**config.mk**
```make
export PLATFORM = sky130hd
export DESIGN_NAME = rfc_refresh_ctrl
export DESIGN_NICKNAME = d
export VERILOG_FILES = /design/src/rtl/rfc_pkg.sv /design/src/rtl/rfc_interval_timer.sv /design/src/rtl/rfc_addr_counter.sv /design/src/rtl/rfc_sequencer.sv /design/src/rtl/rfc_refresh_ctrl.sv
export SDC_FILE = /design/constraint.sdc
export NUM_CORES = 1
export LEC_CHECK = 0
export BUFFER_PORTS_ARGS = -buffer_cell sky130_fd_sc_hd__buf_2
export CAP_MARGIN = 20
export CORE_ASPECT_RATIO = 0.8
export CORE_UTILIZATION = 25
export CTS_BUF_LIST = sky130_fd_sc_hd__clkbuf_2
export CTS_CLUSTER_SIZE = 16
export DETAILED_ROUTE_END_ITERATION = 8
export HOLD_SLACK_MARGIN = 0.08
export MAX_ROUTING_LAYER = met4
export PLACE_DENSITY_LB_ADDON = 0.08
export SYNTH_ARGS = -nofsm -noshare
export SYNTH_HDL_FRONTEND = slang
export SYNTH_HIERARCHICAL = 1
export SYNTH_SLANG_ARGS = --single-unit
```
**constraint.sdc**
```tcl
create_clock -name clk -period 3.3 [get_ports clk]
set_input_delay 0.66 -clock clk [delete_from_list [all_inputs] [get_ports clk]]
set_output_delay 0.66 -clock clk [all_outputs]
set_load 0.03 [all_outputs]
```
**src/rtl/rfc_pkg.sv**
```systemverilog
package rfc_pkg;

  typedef enum logic [2:0] {
    CMD_NOP      = 3'd0,
    CMD_PRE_ALL  = 3'd1,
    CMD_AUTO_REF = 3'd2,
    CMD_SR_ENTER = 3'd3,
    CMD_SR_EXIT  = 3'd4
  } rfc_cmd_e;

  typedef enum logic [3:0] {
    ST_IDLE,
    ST_PRE,
    ST_WAIT_RP,
    ST_AREF,
    ST_WAIT_RFC,
    ST_SR_ENTER,
    ST_SELF,
    ST_SR_EXIT,
    ST_WAIT_XSR
  } rfc_state_e;

endpackage

```
**src/rtl/rfc_interval_timer.sv**
```systemverilog
module rfc_interval_timer #(
  parameter int TW = 16
) (
  input  logic          clk,
  input  logic          rst_n,
  input  logic          hold,
  input  logic          ack,
  input  logic [TW-1:0] t_refi,
  output logic          tick,
  output logic          pending,
  output logic          overdue
);

  logic [TW-1:0] cnt;

  // interval ends on the last count; tolerant of a limit lowered mid-interval
  function automatic logic interval_done(input logic [TW-1:0] c, input logic [TW-1:0] lim);
    if (lim <= TW'(1)) return 1'b1;
    return c >= (lim - TW'(1));
  endfunction

  assign tick = !hold && interval_done(cnt, t_refi);

  always_ff @(posedge clk) begin
    if (!rst_n || hold) begin
      cnt     <= '0;
      pending <= 1'b0;
      overdue <= 1'b0;
    end else begin
      cnt <= tick ? '0 : cnt + TW'(1);
      if (tick)     pending <= 1'b1;
      else if (ack) pending <= 1'b0;
      if (tick && pending && !ack) overdue <= 1'b1;
      else if (ack)                overdue <= 1'b0;
    end
  end

  AST_TICK_RAISES_REQ: assert property (@(posedge clk) disable iff (!rst_n)
    tick |=> pending);
  AST_OVERDUE_HAS_REQ: assert property (@(posedge clk) disable iff (!rst_n)
    overdue |-> pending);

endmodule

```
**src/rtl/rfc_addr_counter.sv**
```systemverilog
module rfc_addr_counter #(
  parameter int NB   = 4,
  parameter int ROWS = 8192
) (
  input  logic                    clk,
  input  logic                    rst_n,
  input  logic                    adv,
  output logic [$clog2(NB)-1:0]   bank,
  output logic [$clog2(ROWS)-1:0] row
);

  localparam int BANK_W = $clog2(NB);
  localparam int ROW_W  = $clog2(ROWS);
  localparam logic [BANK_W-1:0] LAST_BANK = BANK_W'(NB - 1);
  localparam logic [ROW_W-1:0]  LAST_ROW  = ROW_W'(ROWS - 1);

  function automatic logic [BANK_W-1:0] bank_after(input logic [BANK_W-1:0] b);
    return (b == LAST_BANK) ? '0 : b + BANK_W'(1);
  endfunction

  function automatic logic [ROW_W-1:0] row_after(input logic [ROW_W-1:0] r,
                                                 input logic [BANK_W-1:0] b);
    if (b != LAST_BANK) return r;
    return (r == LAST_ROW) ? '0 : r + ROW_W'(1);
  endfunction

  always_ff @(posedge clk) begin
    if (!rst_n) begin
      bank <= '0;
      row  <= '0;
    end else if (adv) begin
      bank <= bank_after(bank);
      row  <= row_after(row, bank);
    end
  end

  AST_ROW_WAITS_FOR_LAST_BANK: assert property (@(posedge clk) disable iff (!rst_n)
    (adv && bank != LAST_BANK) |=> $stable(row));
  AST_ADDR_HOLDS_IDLE: assert property (@(posedge clk) disable iff (!rst_n)
    !adv |=> ($stable(row) && $stable(bank)));

endmodule

```
**src/rtl/rfc_sequencer.sv**
```systemverilog
module rfc_sequencer
  import rfc_pkg::*;
#(
  parameter int TW = 16
) (
  input  logic          clk,
  input  logic          rst_n,
  input  logic          pending,
  input  logic          any_open,
  input  logic          sr_req,
  input  logic [TW-1:0] t_rp,
  input  logic [TW-1:0] t_rfc,
  input  logic [TW-1:0] t_xsr,
  output logic          cmd_valid,
  output rfc_cmd_e      cmd,
  output logic          busy,
  output logic          in_self_refresh,
  output logic          timer_hold,
  output logic          aref_fire,
  output logic          sre_fire,
  output logic          srx_fire
);

  rfc_state_e    state, nxt;
  logic [TW-1:0] wcnt;
  logic          goal_sr;
  logic          wait_done;

  // command at cycle c, next command at c+t: wait states fill c+1 .. c+t-1
  function automatic logic [TW-1:0] wait_load(input logic [TW-1:0] t);
    return (t < TW'(2)) ? TW'(1) : t - TW'(1);
  endfunction

  assign wait_done = (wcnt <= TW'(1));

  always_comb begin
    nxt = state;
    case (state)
      ST_IDLE: begin
        if (pending)     nxt = any_open ? ST_PRE : ST_AREF;
        else if (sr_req) nxt = any_open ? ST_PRE : ST_SR_ENTER;
      end
      ST_PRE:      nxt = ST_WAIT_RP;
      ST_WAIT_RP:  if (wait_done) nxt = goal_sr ? ST_SR_ENTER : ST_AREF;
      ST_AREF:     nxt = ST_WAIT_RFC;
      ST_WAIT_RFC: if (wait_done) nxt = ST_IDLE;
      ST_SR_ENTER: nxt = ST_SELF;
      ST_SELF:     if (!sr_req) nxt = ST_SR_EXIT;
      ST_SR_EXIT:  nxt = ST_WAIT_XSR;
      ST_WAIT_XSR: if (wait_done) nxt = ST_AREF;
      default:     nxt = ST_IDLE;
    endcase
  end

  always_ff @(posedge clk) begin
    if (!rst_n) begin
      state   <= ST_IDLE;
      wcnt    <= '0;
      goal_sr <= 1'b0;
    end else begin
      state <= nxt;
      case (state)
        ST_IDLE: begin
          if (pending)     goal_sr <= 1'b0;
          else if (sr_req) goal_sr <= 1'b1;
        end
        ST_PRE:     wcnt <= wait_load(t_rp);
        ST_AREF:    wcnt <= wait_load(t_rfc);
        ST_SR_EXIT: wcnt <= wait_load(t_xsr);
        ST_WAIT_RP, ST_WAIT_RFC, ST_WAIT_XSR:
          if (wcnt != '0) wcnt <= wcnt - TW'(1);
        default: ;
      endcase
    end
  end

  always_comb begin
    case (state)
      ST_PRE:      cmd = CMD_PRE_ALL;
      ST_AREF:     cmd = CMD_AUTO_REF;
      ST_SR_ENTER: cmd = CMD_SR_ENTER;
      ST_SR_EXIT:  cmd = CMD_SR_EXIT;
      default:     cmd = CMD_NOP;
    endcase
  end

  assign cmd_valid       = (cmd != CMD_NOP);
  assign aref_fire       = (state == ST_AREF);
  assign sre_fire        = (state == ST_SR_ENTER);
  assign srx_fire        = (state == ST_SR_EXIT);
  assign busy            = (state != ST_IDLE);
  assign in_self_refresh = (state == ST_SELF);
  assign timer_hold      = (state == ST_SR_ENTER) || (state == ST_SELF) ||
                           (state == ST_SR_EXIT)  || (state == ST_WAIT_XSR);

  AST_CMD_ONE_CYCLE: assert property (@(posedge clk) disable iff (!rst_n)
    cmd_valid |=> !cmd_valid);
  AST_EXIT_AFTER_RELEASE: assert property (@(posedge clk) disable iff (!rst_n)
    srx_fire |-> $past(!sr_req));

endmodule

```
**src/rtl/rfc_refresh_ctrl.sv**
```systemverilog
module rfc_refresh_ctrl
  import rfc_pkg::*;
#(
  parameter int TW   = 16,
  parameter int NB   = 4,
  parameter int ROWS = 8192
) (
  input  logic                    clk,
  input  logic                    rst_n,
  input  logic [TW-1:0]           t_refi,
  input  logic [TW-1:0]           t_rp,
  input  logic [TW-1:0]           t_rfc,
  input  logic [TW-1:0]           t_xsr,
  input  logic [NB-1:0]           bank_open,
  input  logic                    sr_req,
  input  logic [NB-1:0]           keep_mask,
  output logic                    cmd_valid,
  output logic [2:0]              cmd_code,
  output logic [$clog2(NB)-1:0]   ref_bank,
  output logic [$clog2(ROWS)-1:0] ref_row,
  output logic                    busy,
  output logic                    refresh_overdue,
  output logic                    in_self_refresh,
  output logic [NB-1:0]           bank_valid
);

  logic     tick, pending, timer_hold;
  logic     aref_fire, sre_fire, srx_fire;
  logic     any_open;
  rfc_cmd_e cmd;
  logic [NB-1:0] keep_snap;

  assign any_open = |bank_open;
  assign cmd_code = cmd;

  rfc_interval_timer #(.TW(TW)) u_timer (
    .clk     (clk),
    .rst_n   (rst_n),
    .hold    (timer_hold),
    .ack     (aref_fire),
    .t_refi  (t_refi),
    .tick    (tick),
    .pending (pending),
    .overdue (refresh_overdue)
  );

  rfc_addr_counter #(.NB(NB), .ROWS(ROWS)) u_addr (
    .clk   (clk),
    .rst_n (rst_n),
    .adv   (aref_fire),
    .bank  (ref_bank),
    .row   (ref_row)
  );

  rfc_sequencer #(.TW(TW)) u_seq (
    .clk             (clk),
    .rst_n           (rst_n),
    .pending         (pending),
    .any_open        (any_open),
    .sr_req          (sr_req),
    .t_rp            (t_rp),
    .t_rfc           (t_rfc),
    .t_xsr           (t_xsr),
    .cmd_valid       (cmd_valid),
    .cmd             (cmd),
    .busy            (busy),
    .in_self_refresh (in_self_refresh),
    .timer_hold      (timer_hold),
    .aref_fire       (aref_fire),
    .sre_fire        (sre_fire),
    .srx_fire        (srx_fire)
  );

  // mask sampled at entry, applied at exit
  always_ff @(posedge clk) begin
    if (!rst_n) begin
      keep_snap  <= '1;
      bank_valid <= '1;
    end else begin
      if (sre_fire) keep_snap  <= keep_mask;
      if (srx_fire) bank_valid <= bank_valid & keep_snap;
    end
  end

  AST_REF_SERVES_REQ: assert property (@(posedge clk) disable iff (!rst_n)
    (aref_fire && !tick) |=> !pending);
  AST_VALID_NEVER_RISES: assert property (@(posedge clk) disable iff (!rst_n)
    1'b1 |=> ((bank_valid & ~$past(bank_valid)) == '0));
  AST_SELF_NO_OVERDUE: assert property (@(posedge clk) disable iff (!rst_n)
    in_self_refresh |-> !refresh_overdue);
  AST_CMD_WHILE_BUSY: assert property (@(posedge clk) disable iff (!rst_n)
    cmd_valid |-> busy);

endmodule

```
## Yosys cells after proc, flatten, opt, wreduce, memory -nomap -nowiden

Index checks and enable logic that the tools add are counted.
W data, S select, Z words.

| storage, ports and cells | value |
|---|---|
| register bits after elaboration | 62 |
| bits in latches | 0 |
| memory bits (writable) | 0 |
| ROM bits | 0 |
| input bits | 75 |
| output and inout bits | 26 |
| memories kept | 0 |

| operators by class | value |
|---|---|
| add/sub/neg operators | 8 |
| multipliers | 0 |
| divide/modulo/power cells | 0 |
| $lt $le $gt $ge | 6 |
| equal/unequal tests | 18 |
| shift-type cells | 0 |
| multiplexer cells | 30 |
| bitwise operators | 1 |
| reduce and logical (&&, ||, !) cells | 25 |

Operators by type and width:

| cell | count |
|---|---|
| $sub A16 B1 Y16 const B | 5 |
| $mux W16 | 4 |
| $pmux W16 S4 | 1 |
| $lt A16 B2 Y1 const B | 3 |
| $pmux W4 S9 | 1 |
| $le A16 B1 Y1 const B | 2 |
| $mux W13 | 2 |
| $mux W4 | 6 |
| $add A16 B1 Y16 const B | 1 |
| $eq A4 B3 Y1 const B | 4 |
| $ge A16 B16 Y1 | 1 |
| $reduce_bool A16 Y1 | 1 |
| $add A13 B1 Y13 const B | 1 |
| $eq A13 B13 Y1 const B | 1 |
| $pmux W3 S4 | 1 |
| $mux W1 | 11 |
| $eq A4 B2 Y1 const B | 2 |
| $ne A2 B1 Y1 const B | 4 |
| $reduce_bool A4 Y1 | 2 |
| $mux W3 | 2 |
| $ne A2 B2 Y1 const B | 3 |
| $reduce_and A2 Y1 | 3 |
| $reduce_bool A2 Y1 | 3 |
| $reduce_and A5 Y1 | 1 |
| other kinds (15) | 23 |

## Longest topological paths before layout

| depth | value |
|---|---|
| depth after elaboration | 9 |
| depth in mapped cells | 12 |
| gate-level depth less buffers | 11 |

## By module

Netlist, hierarchy kept.

By module, submodules not included:

| module | times used | cells each | area each (µm²) | sequential area each (µm²) |
|---|---|---|---|---|
| rfc_sequencer | 1 | 344 | 2560.0 | 420.4 |
| rfc_interval_timer | 1 | 162 | 1377.6 | 360.3 |
| rfc_addr_counter | 1 | 76 | 703.2 | 300.3 |
| rfc_refresh_ctrl | 1 | 30 | 287.8 | 160.2 |

## Least setup slack after synthesis

Ideal clock, no wire load.

| timing | value |
|---|---|
| kind | input to register |
| from | in t_refi[11] |
| to | reg u_timer.cnt[13] |
| library setup time | 132 ps |
| data arrival time | 2924 ps |
| path slack | 244 ps |
| stages on the path | 11 |
| path buffers | 1 |
| cell sequence | or3_4 > or4_4 > nor2_1 > xnor2_1 > ha_1 > nand4_1 > nor3_1 > a41oi_1 > nand4_1 > buf_2 > nor3_1 |

| on the way | value |
|---|---|
| longest elaborated chain between the ends | 5 |
| elaborated cells between the ends (all ways) | 7 |
| classes of those cells | add/sub (1); order compare (2); mux (2); reduce/logical (2) |

Ends and longest elaborated chain:

| what | line | text |
|---|---|---|
| start, declared | rfc_refresh_ctrl.sv:10 | `input logic [TW-1:0] t_refi,` |
| $sub A16 B1 Y16 / $le A16 B1 Y1 (equally long branches) | rfc_interval_timer.sv:19, rfc_interval_timer.sv:18 |  |
| $ge A16 B16 Y1 / $mux W1 (equally long branches) | rfc_interval_timer.sv:19, rfc_interval_timer.sv:18 |  |
| $mux W1 (*) | rfc_interval_timer.sv:19 | `return c >= (lim - TW'(1));` |
| $logic_and A1 B1 Y1 (*) | rfc_interval_timer.sv:22 | `assign tick = !hold && interval_done(cnt, t_refi);` |
| $reduce_or A2 Y1 (no source line) (*) | -- |  |
| end signal, assigned | rfc_interval_timer.sv:30 | `cnt <= tick ? '0 : cnt + TW'(1);` |
| end, declared | rfc_interval_timer.sv:14 | `logic [TW-1:0] cnt;` |

Every way passes the cells marked *; elsewhere a longest branch is shown, timed or not.
A chain may end at the register's enable or synchronous reset.

## Worst setup path in the final report

| timing | value |
|---|---|
| from | reg u_seq.state[3] |
| to | out cmd_code[1] |

| on the way | value |
|---|---|
| longest elaborated chain between the ends | 2 |
| elaborated cells between the ends (all ways) | 5 |
| classes of those cells | eq/ne (4); mux (1) |

Ends and longest elaborated chain:

| what | line | text |
|---|---|---|
| start, declared | rfc_sequencer.sv:24 | `rfc_state_e state, nxt;` |
| start signal, assigned | rfc_sequencer.sv:61 | `state <= nxt;` |
| $eq A4 B3 Y1 | -- |  |
| named net sre_fire | rfc_refresh_ctrl.sv:28 | `logic aref_fire, sre_fire, srx_fire;` |
| $pmux W3 S4 | rfc_sequencer.sv:78 | `case (state)` |
| end, declared | rfc_refresh_ctrl.sv:18 | `output logic [2:0] cmd_code,` |

The timed path passes the listed nets, and every way through them passes these cells.

==> results.py <==
metrics = {
    "run_status": {
        "status": "complete, no violations",
    },
    "worst_hold_path": {
        "hold_class": "primary input to flop",
    },
    "timing": {
        "fin_crit_ns": 3.00,
        "fmax_mhz": 334,
        "rsz0062_at_grt": "no",
        "slew_violations": 0,
        "setup_violations": 0,
        "finalCritPeriodShare_pct": 90.8,
        "timing.final.hold_violations": 0,
        "max_slew_margin_pct": 36.5,
        "fin_skew_ns": 0.0233,
        "worst_pin_slew_ns": 0.946,
    },
    "run": {
        "cap_violations": 0,
    },
    "cts": {
        "cts-hold-fix-buffers": 0,
        "cts.clk_slew.worst_paths_ns": 0.19,
        "insertion_delay_ns": 0.53,
        "cts_tree": "done",
        "clk_path_buf_depth": 2,
        "clockRootBuffer": "clkbuf_2",
        "cts-htree-levels": 3,
        "postCtsSetupBuffers": 0,
        "cts_buffers": 9,
        "cts_sinks": 62,
        "cts-resized-gates": 0,
    },
    "routing": {
        "via_per_inst": 4.90,
        "drtIter0Drc": 219,
        "wl_mm": 15.6,
        "wl_per_cell_um": 16.0,
        "antenna_left": 0,
        "detail_route.first_pass.iterations": 4,
        "vias": 4789,
        "remaining_drc_errors": 0,
    },
    "setup_path": {
        "worstSetupStartpoint": "u_seq/state[3]",
        "cp_max_fo": 14,
        "r2r_slack_ns": 0.87,
        "r2r-start": "u_seq/state[3]",
        "worstPathRequired_ns": 2.64,
        "crit_arrival_ns": 2.34,
        "start_kind": "flop",
        "end_kind": "output pin",
        "path_class": "flop to output pin",
        "rr_worst_depth": 7,
        "r2r_end": "u_addr/row[11]",
        "endpoint": "cmd_code[1]",
    },
    "synthesis": {
        "postSynthCellCount": 611,
        "synth_area_per_cell_sq_um": 8.06,
        "synth_nets": 713,
        "yosysWarnings": 6,
        "syn-cell-area_sq_um": 4920,
    },
    "power": {
        "combPwrFrac_pct": 53.7,
        "p_sw_share_pct": 47.8,
        "power_density_nw_per_um2": 519,
        "power_uw": 3020,
        "p_int_uw": 1580,
        "peakVddDrop_mv": 0.215,
        "clkPwrFrac_pct": 12.3,
        "pwr-share-seq_pct": 33.9,
        "p_sw_uw": 1440,
        "p_leak_uw": 0.00222,
    },
    "cells_and_area": {
        "fin_cells": 978,
        "layout-drive-gt1-share_pct": 21.3,
        "antenna-diode-count": 0,
        "post-route-util_pct": 30.4,
        "syn_to_final_growth_pct": 18.2,
        "fin_nets": 818,
        "nFillCells": 2135,
    },
    "grt": {
        "grt_pass1_vias": 4661,
        "antenna_found_initial": 0,
        "overflow": 0,
        "grt_max_degree": 40,
        "grt_pass1_wl_mm": 25.1,
        "grt_usage_pct": 16.3,
    },
    "floorplanning": {
        "rows": 45,
        "initial_core_util_pct": 25.7,
        "die_h_um": 128,
        "die-width_um": 159,
        "fp.dieArea_sq_um": 20300,
        "coreArea_sq_um": 19100,
        "pin_count": 101,
    },
    "placement": {
        "dp.cells": 963,
        "gp_congestion": 0.799,
        "dp_hpwl_mm": 12.3,
        "io_buffers": 100,
    },
}
cell type report:
type / instances / area (sq um) / share of cell area, %
Inverter: 23 / 86.3 / 1.48
Clock inverter: 4 / 15.0 / 0.258
Multi-Input combinational cell: 505 / 3480 / 59.7
Sequential cell: 62 / 1240 / 21.3
Clock buffer: 11 / 55.1 / 0.946
Timing Repair Buffer: 115 / 626 / 10.7
Tap cell: 258 / 323 / 5.54
flip-flops by register name, indices dropped and copies added, names as in the netlist:
signal,cells
bank_valid,4
keep_snap,4
u_addr/bank,2
u_addr/row,13
u_seq/goal_sr,1
u_seq/state,4
u_seq/wcnt,16
u_timer/cnt,16
u_timer/overdue,1
u_timer/pending,1
critical path: stages (launching register included):
cell,delay [ns]
dfxtp_1,0.67
nand2b_1,0.28
nor2_1,0.10
and2_1,0.27
or2_2,0.29
buf_2,0.18
how the worst min path moves through the flow:
stage | from | endpoint | cells after the start
finish | keep_mask[2] | keep_snap[2] | 3
global route | keep_mask[3] | keep_snap[3] | 3
CTS | keep_mask[2] | keep_snap[2] | 3
detailed placement | bank_valid[0] | bank_valid[0] | 2
global placement | bank_valid[0] | bank_valid[0] | 2
floorplan | keep_snap[0] | keep_snap[0] | 2
per-stage QoR:
step	setup WS [ns]	TNS, ns	hold WS, ns	instance area, sq um
2_1_floorplan	0.244	0	0.441	4920
3_3_place_gp	0.0381	0	0.454	5750
3_5_place_dp	-0.0105	-0.0105	0.455	5750
4_1_cts	0.212	0	0.283	5820
5_1_grt	0.103	0	0.292	5820
6_report	0.305	0	0.356	5820
power by group through the flow:
stage	clock network [uW]	logic, uW	registers, uW
final	372	1620	1030
after global routing	431	1800	1050
after CTS	407	1620	1020
after detailed placement	0	1610	1040
after global placement	0	1610	1040
after floorplan	0	1250	965
per-layer routing:
metal	GRT usage [%]	routed length, um	up-vias
met4	3.22	108	0
li1	-	-	2444
met1	23.6	8470	2214
met5	-	0	-
met3	4.35	956	7
met2	22.3	6090	124
cells in the final DEF, fill, tap and decap left out, types with 4 or more instances in the layout:
cell type    n
clkbuf_2    11
nand4_1     13
nand2_1     40
buf_4       14
xor2_1      35
o22ai_1     13
dfxtp_1     62
and3_1       4
o21ai_0     32
xnor2_1     47
nand2b_1    12
clkinv_1     4
ha_1        27
nand4b_1     4
o31ai_1      4
or4_1        4
nor3_1      42
nor2b_1     12
buf_2      100
mux2i_1      7
nand3_1     23
inv_1       23
nor2_1      55
nor4_1      16
a2bb2oi_1    4
a21oi_1     31
Power figures use the tool's default switching activity.
